File: src/rtl/spi_seq_pkg.sv
package spi_seq_pkg;
  localparam int CFG_W      = 23;
  localparam logic [CFG_W-1:0] CFG_RST = 23'h060000;
  localparam int WL_W       = 6;
  localparam int WL_LSB     = 7;
  localparam int MODE_LSB   = 12;
  localparam int DMATX_BIT  = 14;
  localparam int DMARX_BIT  = 15;
  localparam int TURBO_BIT  = 19;
  localparam int FORCE_BIT  = 20;
  localparam int ST_RXF     = 0;
  localparam int ST_TXE     = 1;
  localparam int ST_EOT     = 2;

  typedef enum logic [1:0] {
    XM_DUPLEX = 2'd0,
    XM_RXONLY = 2'd1,
    XM_TXONLY = 2'd2,
    XM_BAD    = 2'd3
  } xfer_mode_e;
endpackage

File: src/rtl/spi_xfer_gate.sv
module spi_xfer_gate
  import spi_seq_pkg::*;
(
  input  logic       en,
  input  logic       rxf,
  input  logic       txe,
  input  xfer_mode_e mode,
  input  logic       turbo,
  input  logic       single_chan,
  input  logic       force_sh,
  output logic       go,
  output logic       do_shift
);
  logic rx_block, tx_block;

  always_comb begin
    rx_block = rxf && !turbo && (mode != XM_TXONLY);
    tx_block = txe && (mode != XM_RXONLY);
    go       = en && !rx_block && !tx_block;
    do_shift = !single_chan || force_sh;
  end
endmodule

File: src/rtl/spi_word_shifter.sv
module spi_word_shifter
  import spi_seq_pkg::*;
#(
  parameter int DW       = 32,
  parameter int HALF_DIV = 2
) (
  input  logic            clk,
  input  logic            rst,
  input  logic            start,
  input  logic [WL_W-1:0] wl,
  input  logic [DW-1:0]   tx_word,
  input  logic            miso,
  output logic            busy,
  output logic            done,
  output logic [DW-1:0]   rx_word,
  output logic            sclk,
  output logic            cs_n,
  output logic            mosi
);
  localparam int CW = (HALF_DIV > 1) ? $clog2(HALF_DIV) : 1;

  logic [DW-1:0]   tx_sh, rx_sh;
  logic [WL_W-1:0] bit_idx, wl_q;
  logic [CW-1:0]   div_cnt;

  always_ff @(posedge clk) begin
    if (rst) begin
      busy    <= 1'b0;
      done    <= 1'b0;
      sclk    <= 1'b0;
      cs_n    <= 1'b1;
      tx_sh   <= '0;
      rx_sh   <= '0;
      bit_idx <= '0;
      wl_q    <= '0;
      div_cnt <= '0;
    end else begin
      done <= 1'b0;
      if (!busy) begin
        if (start) begin
          busy    <= 1'b1;
          cs_n    <= 1'b0;
          sclk    <= 1'b0;
          tx_sh   <= tx_word << (DW - int'(wl));
          rx_sh   <= '0;
          bit_idx <= '0;
          wl_q    <= wl;
          div_cnt <= '0;
        end
      end else if (int'(div_cnt) == HALF_DIV - 1) begin
        div_cnt <= '0;
        if (!sclk) begin
          sclk  <= 1'b1;
          rx_sh <= {rx_sh[DW-2:0], miso};
        end else begin
          sclk  <= 1'b0;
          tx_sh <= tx_sh << 1;
          if (bit_idx == wl_q - 1'b1) begin
            busy <= 1'b0;
            cs_n <= 1'b1;
            done <= 1'b1;
          end else begin
            bit_idx <= bit_idx + 1'b1;
          end
        end
      end else begin
        div_cnt <= div_cnt + 1'b1;
      end
    end
  end

  assign mosi    = tx_sh[DW-1];
  assign rx_word = rx_sh;


  cs_frame_chk: assert property (@(posedge clk) disable iff (rst)
    !cs_n |-> (bit_idx < wl_q));

  sclk_idle_chk: assert property (@(posedge clk) disable iff (rst)
    cs_n |-> !sclk);
endmodule

File: src/rtl/spi_req_out.sv
module spi_req_out
  import spi_seq_pkg::*;
(
  input  logic       clk,
  input  logic       rst,
  input  logic       done_now,
  input  logic       keep_tx,
  input  logic       en,
  input  logic       dma_tx_en,
  input  logic       dma_rx_en,
  input  logic       txe,
  input  logic       rxf,
  input  xfer_mode_e mode,
  input  logic       turbo,
  output logic       irq_tx_set,
  output logic       irq_rx_set,
  output logic       dma_tx_req,
  output logic       dma_rx_req
);
  always_ff @(posedge clk) begin
    if (rst) begin
      irq_tx_set <= 1'b0;
      irq_rx_set <= 1'b0;
      dma_tx_req <= 1'b0;
      dma_rx_req <= 1'b0;
    end else begin
      irq_tx_set <= done_now && !keep_tx && (mode != XM_RXONLY);
      irq_rx_set <= done_now && !turbo && (mode != XM_TXONLY);
      dma_tx_req <= en && dma_tx_en && txe && (mode != XM_RXONLY);
      dma_rx_req <= en && dma_rx_en && rxf && (mode != XM_TXONLY);
    end
  end
endmodule

File: src/rtl/spi_chan_seq.sv
module spi_chan_seq
  import spi_seq_pkg::*;
#(
  parameter int DW       = 32,
  parameter int HALF_DIV = 2
) (
  input  logic             clk,
  input  logic             rst,
  input  logic             single_chan,
  input  logic             cfg_we,
  input  logic [CFG_W-1:0] cfg_wdata,
  input  logic             en_we,
  input  logic             en_wdata,
  input  logic             tx_we,
  input  logic [DW-1:0]    tx_wdata,
  input  logic             rx_re,
  output logic [CFG_W-1:0] cfg_q,
  output logic [2:0]       stat_q,
  output logic             en_q,
  output logic [DW-1:0]    tx_q,
  output logic [DW-1:0]    rx_q,
  output logic             irq_tx_set,
  output logic             irq_rx_set,
  output logic             dma_tx_req,
  output logic             dma_rx_req,
  output logic             sclk,
  output logic             cs_n,
  output logic             mosi,
  input  logic             miso
);
  logic [CFG_W-1:0] cfg_r;
  logic [2:0]       stat_r;
  logic             en_r, pend_r, fresh_r;
  logic [DW-1:0]    tx_r, rx_r, sh_rx;
  logic             sh_busy, sh_done, go, do_shift;
  logic             attempt, eval, start_shift, done_now, keep_tx;
  logic [WL_W-1:0]  wl;
  xfer_mode_e       mode;

  assign mode = xfer_mode_e'(cfg_r[MODE_LSB +: 2]);
  assign wl   = {1'b0, cfg_r[WL_LSB +: 5]} + 1'b1;

  spi_xfer_gate u_gate (
    .en(en_r), .rxf(stat_r[ST_RXF]), .txe(stat_r[ST_TXE]), .mode(mode),
    .turbo(cfg_r[TURBO_BIT]), .single_chan(single_chan),
    .force_sh(cfg_r[FORCE_BIT]), .go(go), .do_shift(do_shift)
  );

  assign attempt     = tx_we || rx_re || (en_we && en_wdata && !en_r);
  assign eval        = pend_r && !sh_busy;
  assign start_shift = eval && go && do_shift;
  assign done_now    = (eval && go && !do_shift) || sh_done;
  assign keep_tx     = sh_done && fresh_r;

  always_ff @(posedge clk) begin
    if (rst) begin
      cfg_r   <= CFG_RST;
      stat_r  <= 3'b010;
      en_r    <= 1'b0;
      tx_r    <= '0;
      rx_r    <= '0;
      pend_r  <= 1'b0;
      fresh_r <= 1'b0;
    end else begin
      if (cfg_we) cfg_r <= cfg_wdata;
      if (en_we)  en_r  <= en_wdata;
      pend_r <= attempt || (pend_r && sh_busy);
      if (start_shift)  fresh_r <= tx_we;
      else if (tx_we)   fresh_r <= 1'b1;
      if (rx_re) stat_r[ST_RXF] <= 1'b0;
      if (done_now) begin
        stat_r[ST_EOT] <= 1'b1;
        if (!keep_tx) begin
          stat_r[ST_TXE] <= 1'b1;
          tx_r           <= '0;
        end
        if (mode != XM_TXONLY) stat_r[ST_RXF] <= 1'b1;
        if (sh_done) rx_r <= sh_rx;
      end
      if (tx_we) begin
        tx_r           <= tx_wdata;
        stat_r[ST_TXE] <= 1'b0;
      end
    end
  end

  spi_word_shifter #(.DW(DW), .HALF_DIV(HALF_DIV)) u_shift (
    .clk(clk), .rst(rst), .start(start_shift), .wl(wl), .tx_word(tx_r),
    .miso(miso), .busy(sh_busy), .done(sh_done), .rx_word(sh_rx),
    .sclk(sclk), .cs_n(cs_n), .mosi(mosi)
  );

  spi_req_out u_req (
    .clk(clk), .rst(rst), .done_now(done_now), .keep_tx(keep_tx),
    .en(en_r), .dma_tx_en(cfg_r[DMATX_BIT]), .dma_rx_en(cfg_r[DMARX_BIT]),
    .txe(stat_r[ST_TXE]), .rxf(stat_r[ST_RXF]), .mode(mode),
    .turbo(cfg_r[TURBO_BIT]), .irq_tx_set(irq_tx_set),
    .irq_rx_set(irq_rx_set), .dma_tx_req(dma_tx_req), .dma_rx_req(dma_rx_req)
  );

  assign cfg_q  = cfg_r;
  assign stat_q = stat_r;
  assign en_q   = en_r;
  assign tx_q   = tx_r;
  assign rx_q   = rx_r;


  eot_after_done_chk: assert property (@(posedge clk) disable iff (rst)
    done_now |=> stat_r[ST_EOT]);

  start_needs_en_chk: assert property (@(posedge clk) disable iff (rst)
    $rose(sh_busy) |-> $past(en_r));

  latch_attempt_chk: assert property (@(posedge clk) disable iff (rst)
    (sh_busy && tx_we) |=> pend_r);

  done_ends_busy_chk: assert property (@(posedge clk) disable iff (rst)
    sh_done |-> !sh_busy);
endmodule

File: config.mk
export PLATFORM = sky130hd
export DESIGN_NAME = spi_chan_seq
export DESIGN_NICKNAME = d
export VERILOG_FILES = /design/src/rtl/spi_seq_pkg.sv /design/src/rtl/spi_xfer_gate.sv /design/src/rtl/spi_word_shifter.sv /design/src/rtl/spi_req_out.sv /design/src/rtl/spi_chan_seq.sv
export SDC_FILE = /design/constraint.sdc
export NUM_CORES = 1
export LEC_CHECK = 0
export BUFFER_PORTS_ARGS = -buffer_cell sky130_fd_sc_hd__buf_4
export CORE_ASPECT_RATIO = 0.9
export CORE_MARGIN = 4
export CORE_UTILIZATION = 50
export CTS_CLUSTER_DIAMETER = 100
export DETAILED_ROUTE_END_ITERATION = 10
export PLACE_DENSITY = 0.73
export SYNTH_ARGS = -nofsm -noshare
export SYNTH_HDL_FRONTEND = slang
export SYNTH_SLANG_ARGS = --single-unit
export TNS_END_PERCENT = 1
File: constraint.sdc
create_clock -name clk -period 6.6 [get_ports clk]
set_clock_uncertainty 0.15 [all_clocks]
set_input_delay 0.66 -clock clk [delete_from_list [all_inputs] [get_ports clk]]
set_output_delay 0.66 -clock clk [all_outputs]
set_load 0.05 [all_outputs]
# Word-level counts from Yosys, hierarchy flattened
# Index checks and enable logic that the tools add are counted.
# totals
regBits	178
input_bits	64
out_inout_bits	98
elab_cells	127
# classes
n_addsub	5
eq_ne	9
shifts	1
mux	39
bitwise_logic	3
n_reduce_logical	48
# op_table
cell	count
$mux 32	11
$shl 32x32->32	1
$mux 6	5
$logic_and 1x1->1	23
$mux 1	22
$ne 2x2->1 const B	7
$logic_not 1->1	8
$reduce_and 2->1	4
$reduce_and 4->1	2
$sub 6x6->7 const A	1
$add 5x1->6 const B	1
$add 6x1->6 const B	1
$eq 6x6->1	1
$reduce_and 3->1	2
$reduce_bool 2->1	3
$sub 6x1->6 const B	1
$logic_or 1x1->1	5
$reduce_or 4->1	1
$not 1->1	3
$mux 2	1
$ne 2x1->1 const B	1
$add 1x1->1 const B	1

# Longest topological paths before layout
# Gate-level depths: netlist of the first run.
# depth
depth_word	11
mapped_depth	12
mapped_depth_nobuf	9

# Hierarchy
# From an unflattened synthesis of the first run, not the netlist that was laid out.
# hier_totals
hier_cells	1005
hier_area_um2	8922.3
# by_module_without_submodules
module	n_inst	cells_per_inst	area_per_inst_um2
spi_word_shifter	1	628	5205.0
spi_chan_seq	1	357	3508.4
spi_req_out	1	14	170.2
spi_xfer_gate	1	6	38.8

# Worst setup path after synthesis of the first run
# No wires, ideal clock.
# synth_timing
kind	register to register
startpoint	reg cfg_r[8] (netlist: cfg_q[8])
endpoint	reg u_shift.tx_sh[14]
arrival_time_ps	2698
required_ps	6318
setup_slack_ps	3620
path_stages_with_launch	10
path_buffers	2
period_less_slack_ps	2980
cell_sequence	dfxtp_1 > ha_1 > buf_4 > buf_6 > mux4_2 > mux2i_1 > nor2_1 > mux2_2 > a221oi_1 > nor3_1
# synth_between
elab_chain_cells	5
# synth_rtl
item	line	source
from (decl)	spi_chan_seq.sv:31	logic [CFG_W-1:0] cfg_r;
from (signal assigned)	spi_chan_seq.sv:65	if (cfg_we) cfg_r <= cfg_wdata;
$add 5x1->6	spi_chan_seq.sv:41	assign wl = {1'b0, cfg_r[WL_LSB +: 5]} + 1'b1;
named net u_shift.wl[1]	spi_word_shifter.sv:10	input logic [WL_W-1:0] wl,
$sub 6x6->7	spi_word_shifter.sv:44	tx_sh <= tx_word << (DW - int'(wl));
$shl 32x32->32	spi_word_shifter.sv:44	
$mux 32	spi_word_shifter.sv:40	if (start) begin
$mux 32	spi_word_shifter.sv:39	if (!busy) begin
to (signal assigned)	spi_word_shifter.sv:44	
to (signal assigned)	spi_word_shifter.sv:57	tx_sh <= tx_sh << 1;
to (decl)	spi_word_shifter.sv:22	logic [DW-1:0] tx_sh, rx_sh;
# The timed path passes the listed nets, and every way through them passes these cells. The select of a mux whose other input is x is not followed.
# A chain may end at the register's enable or synchronous reset.

# Worst setup path in the final report of the first run
# layout_timing
startpoint	reg cfg_r[8] (netlist: cfg_q[8])
endpoint	reg u_shift.tx_sh[19]
# Same word-level chain as after synthesis.

==> impl_summary.log, run 1 <==
INFO  metric kind_of_launch_point_of_the_worst_setup_path = flop
INFO  metric final-max-slew-violation-count = 0
INFO  metric setup_total_negative_slack = 0 ns
INFO  metric detail_route.wirelength = 25,500 um
INFO  metric dieWidth = 151 um
INFO  metric tritoncts = yes
INFO  metric yosys_register_bits = ~180
INFO  metric via_count_of_the_first_global_routing_pass = about 8,000
INFO  metric netlist_area = 0.00921 mm2
INFO  metric grt_pass1_wl = ~41,000 um
INFO  metric unrepaired_setup_endpoints_after_global_routing = no
INFO  metric placement.io_buffers = 161
INFO  metric swShare = 0.300
INFO  metric final_weighted_congestion_of_routability_driven_global_placement = about 1
INFO  metric share_of_total_power_in_the_clock_network = 0.397
INFO  metric avgRoutedWirePerCell = ~18 um
INFO  metric tcrit_tclk_final = 0.600
INFO  metric cts_setup_buffers = 0
INFO  metric detail_route.vias_per_cell = 5.97
INFO  metric data_arrival_time_at_the_worst_slack_endpoint = 4.14 ns
INFO  metric power_report.internal_total = about 1.8 mW
INFO  metric drt_pass1_iterations = 6
INFO  metric power-per-cell-area = about 240 mW/mm2
INFO  metric syn_nets = roughly 1,100
INFO  metric fin_area = about 0.011 mm2
INFO  metric dpl_cell_area = approximately 0.010 mm2
INFO  metric drive_above_1_share = 0.213
INFO  metric dpl.hpwl = 16,900 um
INFO  metric count_of_max_cap_constraint_violations = 0
INFO  metric setup_violations = 0
INFO  metric grtUsageTotal = 0.242
INFO  metric crit_path_top_delay_cell = and2_1
INFO  metric power.net_switching = 0.775 mW
INFO  metric report.final.hold_viol_count = 0
INFO  metric path_max_fanout = 51
INFO  metric ys_types = 81
INFO  metric clk_pin_slew_worst_paths = 0.07 ns
INFO  metric worst_ir_drop_vdd = roughly 200 uV
INFO  metric numClockSinks = 178
INFO  metric vias = 8,507
INFO  metric layout.nets = 1,240
INFO  metric grt_antenna_before_repair = 0
INFO  metric remaining_design_rule_violation_count = 0
INFO  metric syn_inst = between 1,000 and 1,500
INFO  metric grt_max_degree = 83
INFO  metric timing_worst_slew_pin_value = about 1.1 ns
INFO  metric cp_cell_sequence = ha_2 -> buf_4 -> inv_1 -> a211oi_1 -> a311oi_2 -> and2_1 -> a31oi_1 -> a311oi_1
INFO  metric outcome = complete, no violations
INFO  metric pwr-share-seq = 0.440
INFO  metric cts-root-buf = clkbuf_16
INFO  metric dp_cells = 1,393
INFO  metric synth_edf_count = 0
INFO  metric cts_resized = 0
INFO  metric antenna_violating_nets_post_route = 0
INFO  metric p_leak = 4.14 nW
INFO  metric overflow = 0
INFO  metric critical-path-max-stage-delay = 0.70 ns
INFO  metric synth-seq-area-share = 0.387
INFO  metric maximum_count_of_clock_buffers_along_a_single_path = 2
INFO  metric hold_path_class = in -> reg
INFO  metric timing.setup.critical_path_class = reg -> reg
INFO  metric worstSkewPairLatency = about 0.43 ns
INFO  metric layoutNonFillerInstCount = 1,425
INFO  metric floorplan.rows = 46
INFO  metric antenna_cells = 0
INFO  metric postSynth.asyncResetShare = 0
INFO  metric ios = about 160
INFO  metric required = 6.78 ns
INFO  metric ys.warnings.count = 0
INFO  metric layout_overhead_on_the_synthesized_area = 18.9%
INFO  metric highest_achievable_clock_rate = 253 MHz
INFO  metric fp.dieH = about 140 um
INFO  metric initialDrtViolationCount = just under 1,000
INFO  metric floorplan.die_area = 0.0207 mm2
INFO  metric timing.slew.headroom = 0.259
INFO  metric design.core.area = 0.0178 mm2
INFO  metric hold_buffers = 0
INFO  metric cts-buffers-inserted = 17
INFO  metric synthFlopType = dfxtp_1
INFO  metric report.power.total = 2.58 mW
INFO  metric period_needed = between 3 and 4 ns
INFO  metric start_util = 0.516
INFO  metric number_of_levels_in_the_clock_h_tree = 4
INFO  metric p_comb_frac = 0.164
INFO  metric end_kind = flop
INFO  metric post-route-util = 0.614
INFO  metric post_synth.cell_area_avg = between 8 and 9 um2
[registers in the layout, summed over array words and instances, names as in the netlist, 3 cells and up]
register	flops
u_shift.wl_q	6
cfg_q	23
stat_q	3
tx_q	32
u_shift.rx_word	32
u_shift.tx_sh	32
rx_q	32
u_shift.bit_idx	6
[worst paths after layout]
check,end,depth (start not counted),slack [ns],start
min reg2reg,stat_q[2],2,0.31,stat_q[2]
min,cfg_q[17],2,0.29,cfg_wdata[17]
max,u_shift.tx_sh[19],8,2.64,cfg_q[8]
max reg2reg,u_shift.tx_sh[19],8,2.64,cfg_q[8]
[Yosys cell counts (5+ instances only)]
library cell	number	area [um2]
a211oi_1	17	128
nor2_1	133	499
or3_1	5	31.3
a21oi_1	99	495
mux4_2	21	473
nand3_1	59	295
nor2b_1	10	62.6
xnor2_1	9	78.8
nor3_1	25	125
a311oi_1	9	78.8
clkbuf_1	58	218
o22ai_1	7	43.8
nand3b_1	34	255
a31oi_1	12	75.1
nand2_1	126	473
nand2b_1	12	75.1
buf_2	18	90.1
o21ai_0	17	85.1
xor2_1	8	70.1
mux2i_1	79	791
a221oi_1	14	123
buf_4	16	120
and3_1	11	68.8
dfxtp_1	178	3560
inv_1	5	18.8
[metal layers]
metal | track usage | vias to the layer above | share of wire
li1 | - | 4059 | -
met1 | 0.341 | 4046 | 0.44
met4 | 0.0745 | 0 | 0.023
met3 | 0.0536 | 41 | 0.078
met5 | 0 | - | 0
met2 | 0.370 | 361 | 0.45
[placed cells by master (no fill, tap or decap), types with 17 or more instances in the layout]
| cell type | netlist | routed |
|---|---|---|
| a211oi_1 | 17 | 17 |
| a21oi_1 | 99 | 99 |
| buf_4 | 16 | 172 |
| clkbuf_16 | 0 | 17 |
| dfxtp_1 | 178 | 175 |
| mux2i_1 | 79 | 79 |
| mux4_2 | 21 | 21 |
| nand2_1 | 126 | 126 |
| nand3_1 | 59 | 59 |
| nand3b_1 | 34 | 34 |
| nor2_1 | 133 | 132 |
| nor3_1 | 25 | 25 |
| o21ai_0 | 17 | 17 |
[power groups by stage]
stage	logic (mW)	registers, mW	clock network, mW
3_3_place_gp	0.414	1.16	0
4_1_cts	0.417	1.13	1.04
5_1_grt	0.450	1.14	1.09
3_5_place_dp	0.416	1.16	0
6_report	0.422	1.13	1.02
2_1_floorplan	0.253	1.21	0
[critical path: cells and delay by family (launching register included)]
kind                     cells  cell delay, ns
AO/OA/AOI/OAI                4            1.32
buffers and inverters        2            0.84
AND/OR/NAND/NOR              1            0.70
flip-flops                   1            0.49
adder cells (fa/ha/maj)      1            0.34
[through the flow]
| step | setup WS [ns] | hold WS [ns] |
|---|---|---|
| global route | 2.32 | 0.295 |
| floorplan | 3.62 | 0.282 |
| CTS | 2.71 | 0.276 |
| global placement | 2.78 | 0.287 |
| detailed placement | 2.71 | 0.295 |
| finish | 2.64 | 0.287 |
[area by class of cell]
class	count	area [um2]
sequential	178	3570
clock buffer	18	439
inverter	6	22.5
multi-input combinational	797	5170
fill	1600	6890
timing repair buffer	172	1290
tap	240	300
clock inverter	14	164
[kinds of logic (layout without fill, tap and decap cells)]
family | count (synthesis) | after routing | share of synthesized area
simple gates | 437 | 437 | 0.223
compound gates | 232 | 232 | 0.165
flops | 178 | 178 | 0.387
buf+inv | 105 | 210 | 0.0543
mux | 104 | 104 | 0.142
xor+xnor | 20 | 20 | 0.0231
fa+ha+maj | 4 | 4 | 0.00543
No activity file was read; power rests on OpenSTA's default activity.
==> run 2, diff against run 1 <==
==> constraint.sdc (replaced) <==
create_clock -name clk -period 3.8 [get_ports clk]
set_clock_uncertainty 0.15 [all_clocks]
set_input_delay 0.38 -clock clk [delete_from_list [all_inputs] [get_ports clk]]
set_output_delay 0.38 -clock clk [all_outputs]
set_load 0.05 [all_outputs]
==> run 2 against run 1 <==
Against the previous run: fmax grew 24%; global-route usage grew 0.58 points; power grew 75%; sequential power grew 74%; worst hold slack lost 0.25 ns.
==> impl_summary.log, run 2 (synthesized netlist as in run 1, its figures left out) <==
INFO  metric outcome = complete, no violations
INFO  metric count_of_max_cap_constraint_violations = 0 (unchanged)
INFO  metric cts-buffers-inserted = 17 (unchanged)
INFO  metric design.core.area = 0.0178 mm2 (unchanged)
INFO  metric final-max-slew-violation-count = 0 (unchanged)
INFO  metric grt_pass1_wl = 41,400 um (+1.7%)
INFO  metric power.net_switching = 1.35 mW (+75%)
INFO  metric share_of_total_power_in_the_clock_network = 0.395 (-0.002)
INFO  metric drt_pass1_iterations = 6 (unchanged)
INFO  metric worstSkewPairLatency = 0.43 ns (about the same)
INFO  metric hold_path_class = in -> reg
INFO  metric launch_instance_of_the_worst_register_to_register_path = cfg_q[8]
INFO  metric leading_cell_type_in_the_layout_fill_and_taps_excluded = buf_4
INFO  metric worst-r2r-setup-slack = 0.60 ns (-2.05 ns)
INFO  metric via_count_of_the_first_global_routing_pass = 7,773 (-1.2%)
INFO  metric drive_above_1_share = 0.221 (+0.00882)
INFO  metric overflow = 0 (unchanged)
INFO  metric period_needed = 3.20 ns (-0.754 ns)
INFO  metric final_weighted_congestion_of_routability_driven_global_placement = 1.02 (+5.5%)
INFO  metric number_of_instances_on_the_worst_hold_path = 3 (+1)
INFO  metric layout_overhead_on_the_synthesized_area = 20.3%
INFO  metric number_of_levels_in_the_clock_h_tree = 4 (unchanged)
INFO  metric cts-root-buf = clkbuf_16
INFO  metric p_leak = 4.21 nW (+1.8%)
INFO  metric timing_worst_slew_pin_value = 0.833 ns (-0.279 ns)
INFO  metric timing.setup.critical_path_class = reg -> reg
INFO  metric initialDrtViolationCount = 826 (-15%)
INFO  metric remaining_design_rule_violation_count = 0 (unchanged)
INFO  metric data_arrival_time_at_the_worst_slack_endpoint = 3.39 ns (-0.75 ns)
INFO  metric dpl.hpwl = 17,700 um (+4.4%)
INFO  metric p_comb_frac = 0.167 (+0.003)
INFO  metric timing.slew.headroom = 0.445 (+0.186)
INFO  metric swShare = 0.300 (+0.000308)
INFO  metric placement.io_buffers = 161 (unchanged)
INFO  metric detail_route.vias_per_cell = 5.91 (-1.1%)
INFO  metric floorplan.rows = 46 (unchanged)
INFO  metric maximum_count_of_clock_buffers_along_a_single_path = 2 (unchanged)
INFO  metric kind_of_launch_point_of_the_worst_setup_path = flop
INFO  metric antenna_violating_nets_post_route = 0 (unchanged)
INFO  metric fp.dieH = 137 um (unchanged)
INFO  metric avgRoutedWirePerCell = 17.8 um (-0.30%)
INFO  metric clk_pin_slew_worst_paths = 0.07 ns (about the same)
INFO  metric grt_max_degree = 74 (-11%)
INFO  metric dpl_cell_area = 0.0105 mm2 (+1.1%)
INFO  metric holdCritStartpoint = cfg_wdata[19]
INFO  metric power-per-cell-area = 406 mW/mm2 (+72%)
INFO  metric report.final.hold_viol_count = 0 (unchanged)
INFO  metric num-fill-cells = 1,594 (-0.38%)
INFO  metric dieWidth = 151 um (unchanged)
INFO  metric hold-path-endpoint = cfg_q[19]
INFO  metric detail_route.wirelength = 25,700 um (+0.82%)
INFO  metric numClockSinks = 178 (unchanged)
INFO  metric required = 3.98 ns (-2.80 ns)
INFO  metric tcrit_tclk_final = 0.843 (+0.243)
INFO  metric path_max_fanout = 22 (-57%)
INFO  metric fin_area = 0.0111 mm2 (+1.2%)
INFO  metric pwr-share-seq = 0.438 (-0.002)
INFO  metric floorplan.die_area = 0.0207 mm2 (unchanged)
INFO  metric ff2ff_path_depth = 9 (+1)
INFO  metric start_util = 0.516 (unchanged)
INFO  metric grt_antenna_before_repair = 0 (unchanged)
INFO  metric antenna_cells = 0 (unchanged)
INFO  metric worst_r2r_endpoint = u_shift.tx_sh[19]
INFO  metric tritoncts = yes
INFO  metric power_report.internal_total = 3.15 mW (+75%)
INFO  metric layout.nets = 1,256 (+1.3%)
INFO  metric post-route-util = 0.621 (+0.00750)
INFO  metric worst_ir_drop_vdd = 278 uV (+39%)
INFO  metric grtUsageTotal = 0.247 (+0.00582)
INFO  metric setup_total_negative_slack = 0 ns (unchanged)
INFO  metric end_kind = flop
INFO  metric highest_achievable_clock_rate = 312 MHz (+24%)
INFO  metric setup_violations = 0 (unchanged)
INFO  metric mostFrequentLayoutCells = 185 x buf_4, 175 x dfxtp_1, 132 x nor2_1
INFO  metric vias = 8,510 (+0.035%)
INFO  metric ios = 162 (unchanged)
INFO  metric unrepaired_setup_endpoints_after_global_routing = no
run 2: changes by cell type in the layout (fill, tap and decap cells not counted), sizes merged:
cell | before | now
buf | 172 | 186
clkinv | 5 | 1
clkinvlp | 1 | 3
dlygate4sd3 | 0 | 2
inv | 13 | 15
run 2: cell type report:
type	count	area, um2	share of cell area
timing repair buffer	188	1430	0.129
tap	240	300	0.0271
sequential	178	3570	0.322
inverter	6	22.5	0.00203
multi-input combinational	797	5170	0.466
clock buffer	18	439	0.0396
clock inverter	14	160	0.0144
run 2: how the worst max path moves through the flow:
stage	startpoint	to	slack [ns]	cells after the start
floorplan	cfg_q[8]	u_shift.tx_sh[14]	0.82	9
global route	cfg_q[8]	u_shift.tx_sh[16]	0.33	7
global placement	cfg_q[8]	u_shift.tx_sh[23]	0.69	10
detailed placement	cfg_q[8]	u_shift.tx_sh[20]	0.66	7
finish	cfg_q[8]	u_shift.tx_sh[19]	0.60	9
CTS	cfg_q[7]	u_shift.tx_sh[14]	0.65	7
run 2: routing by layer:
metal,vias to the layer above,track usage,routed length [um]
met1,4008,0.361,11500
met3,45,0.0487,2000
met4,0,0.0856,647
met2,360,0.365,11500
met5,-,0,0
li1,4097,-,-
run 2: power groups by stage:
stage | logic, mW | registers, mW | clock network, mW
after floorplan | 0.439 | 2.10 | 0
final | 0.751 | 1.97 | 1.78
after global placement | 0.741 | 2.01 | 0
after detailed placement | 0.740 | 2.01 | 0
after CTS | 0.744 | 1.97 | 1.81
after global routing | 0.807 | 1.98 | 1.91
run 2: what timing repair did:
item | 4_1_cts | 5_1_grt
setup endpoints to repair | 0 | 0
endpoints found under the hold margin | 2 | 0
buffers inserted | 0 | 0
hold buffers | 2 | 0
resized for setup | 0 | 0
run 2: critical path, stage by stage (launching register included):
cell      delay [ns]
dfxtp_1         0.47
ha_1            0.43
xor3_2          0.49
buf_4           0.35
nand2_1         0.10
a32o_1          0.27
a221o_1         0.30
nor3_1          0.17
a31oi_1         0.07
a311oi_1        0.30
run 2: stage by stage:
stage          hold WS [ns]  power [mW]  worst slack (ns)  instances
2_1_floorplan         0.282        2.54             0.820       1080
3_3_place_gp          0.288        2.76             0.694       1407
3_5_place_dp          0.294        2.75             0.660       1407
4_1_cts              0.0241        4.53             0.650       1441
5_1_grt              0.0285        4.69             0.332       1441
6_report             0.0337        4.51             0.596       1441
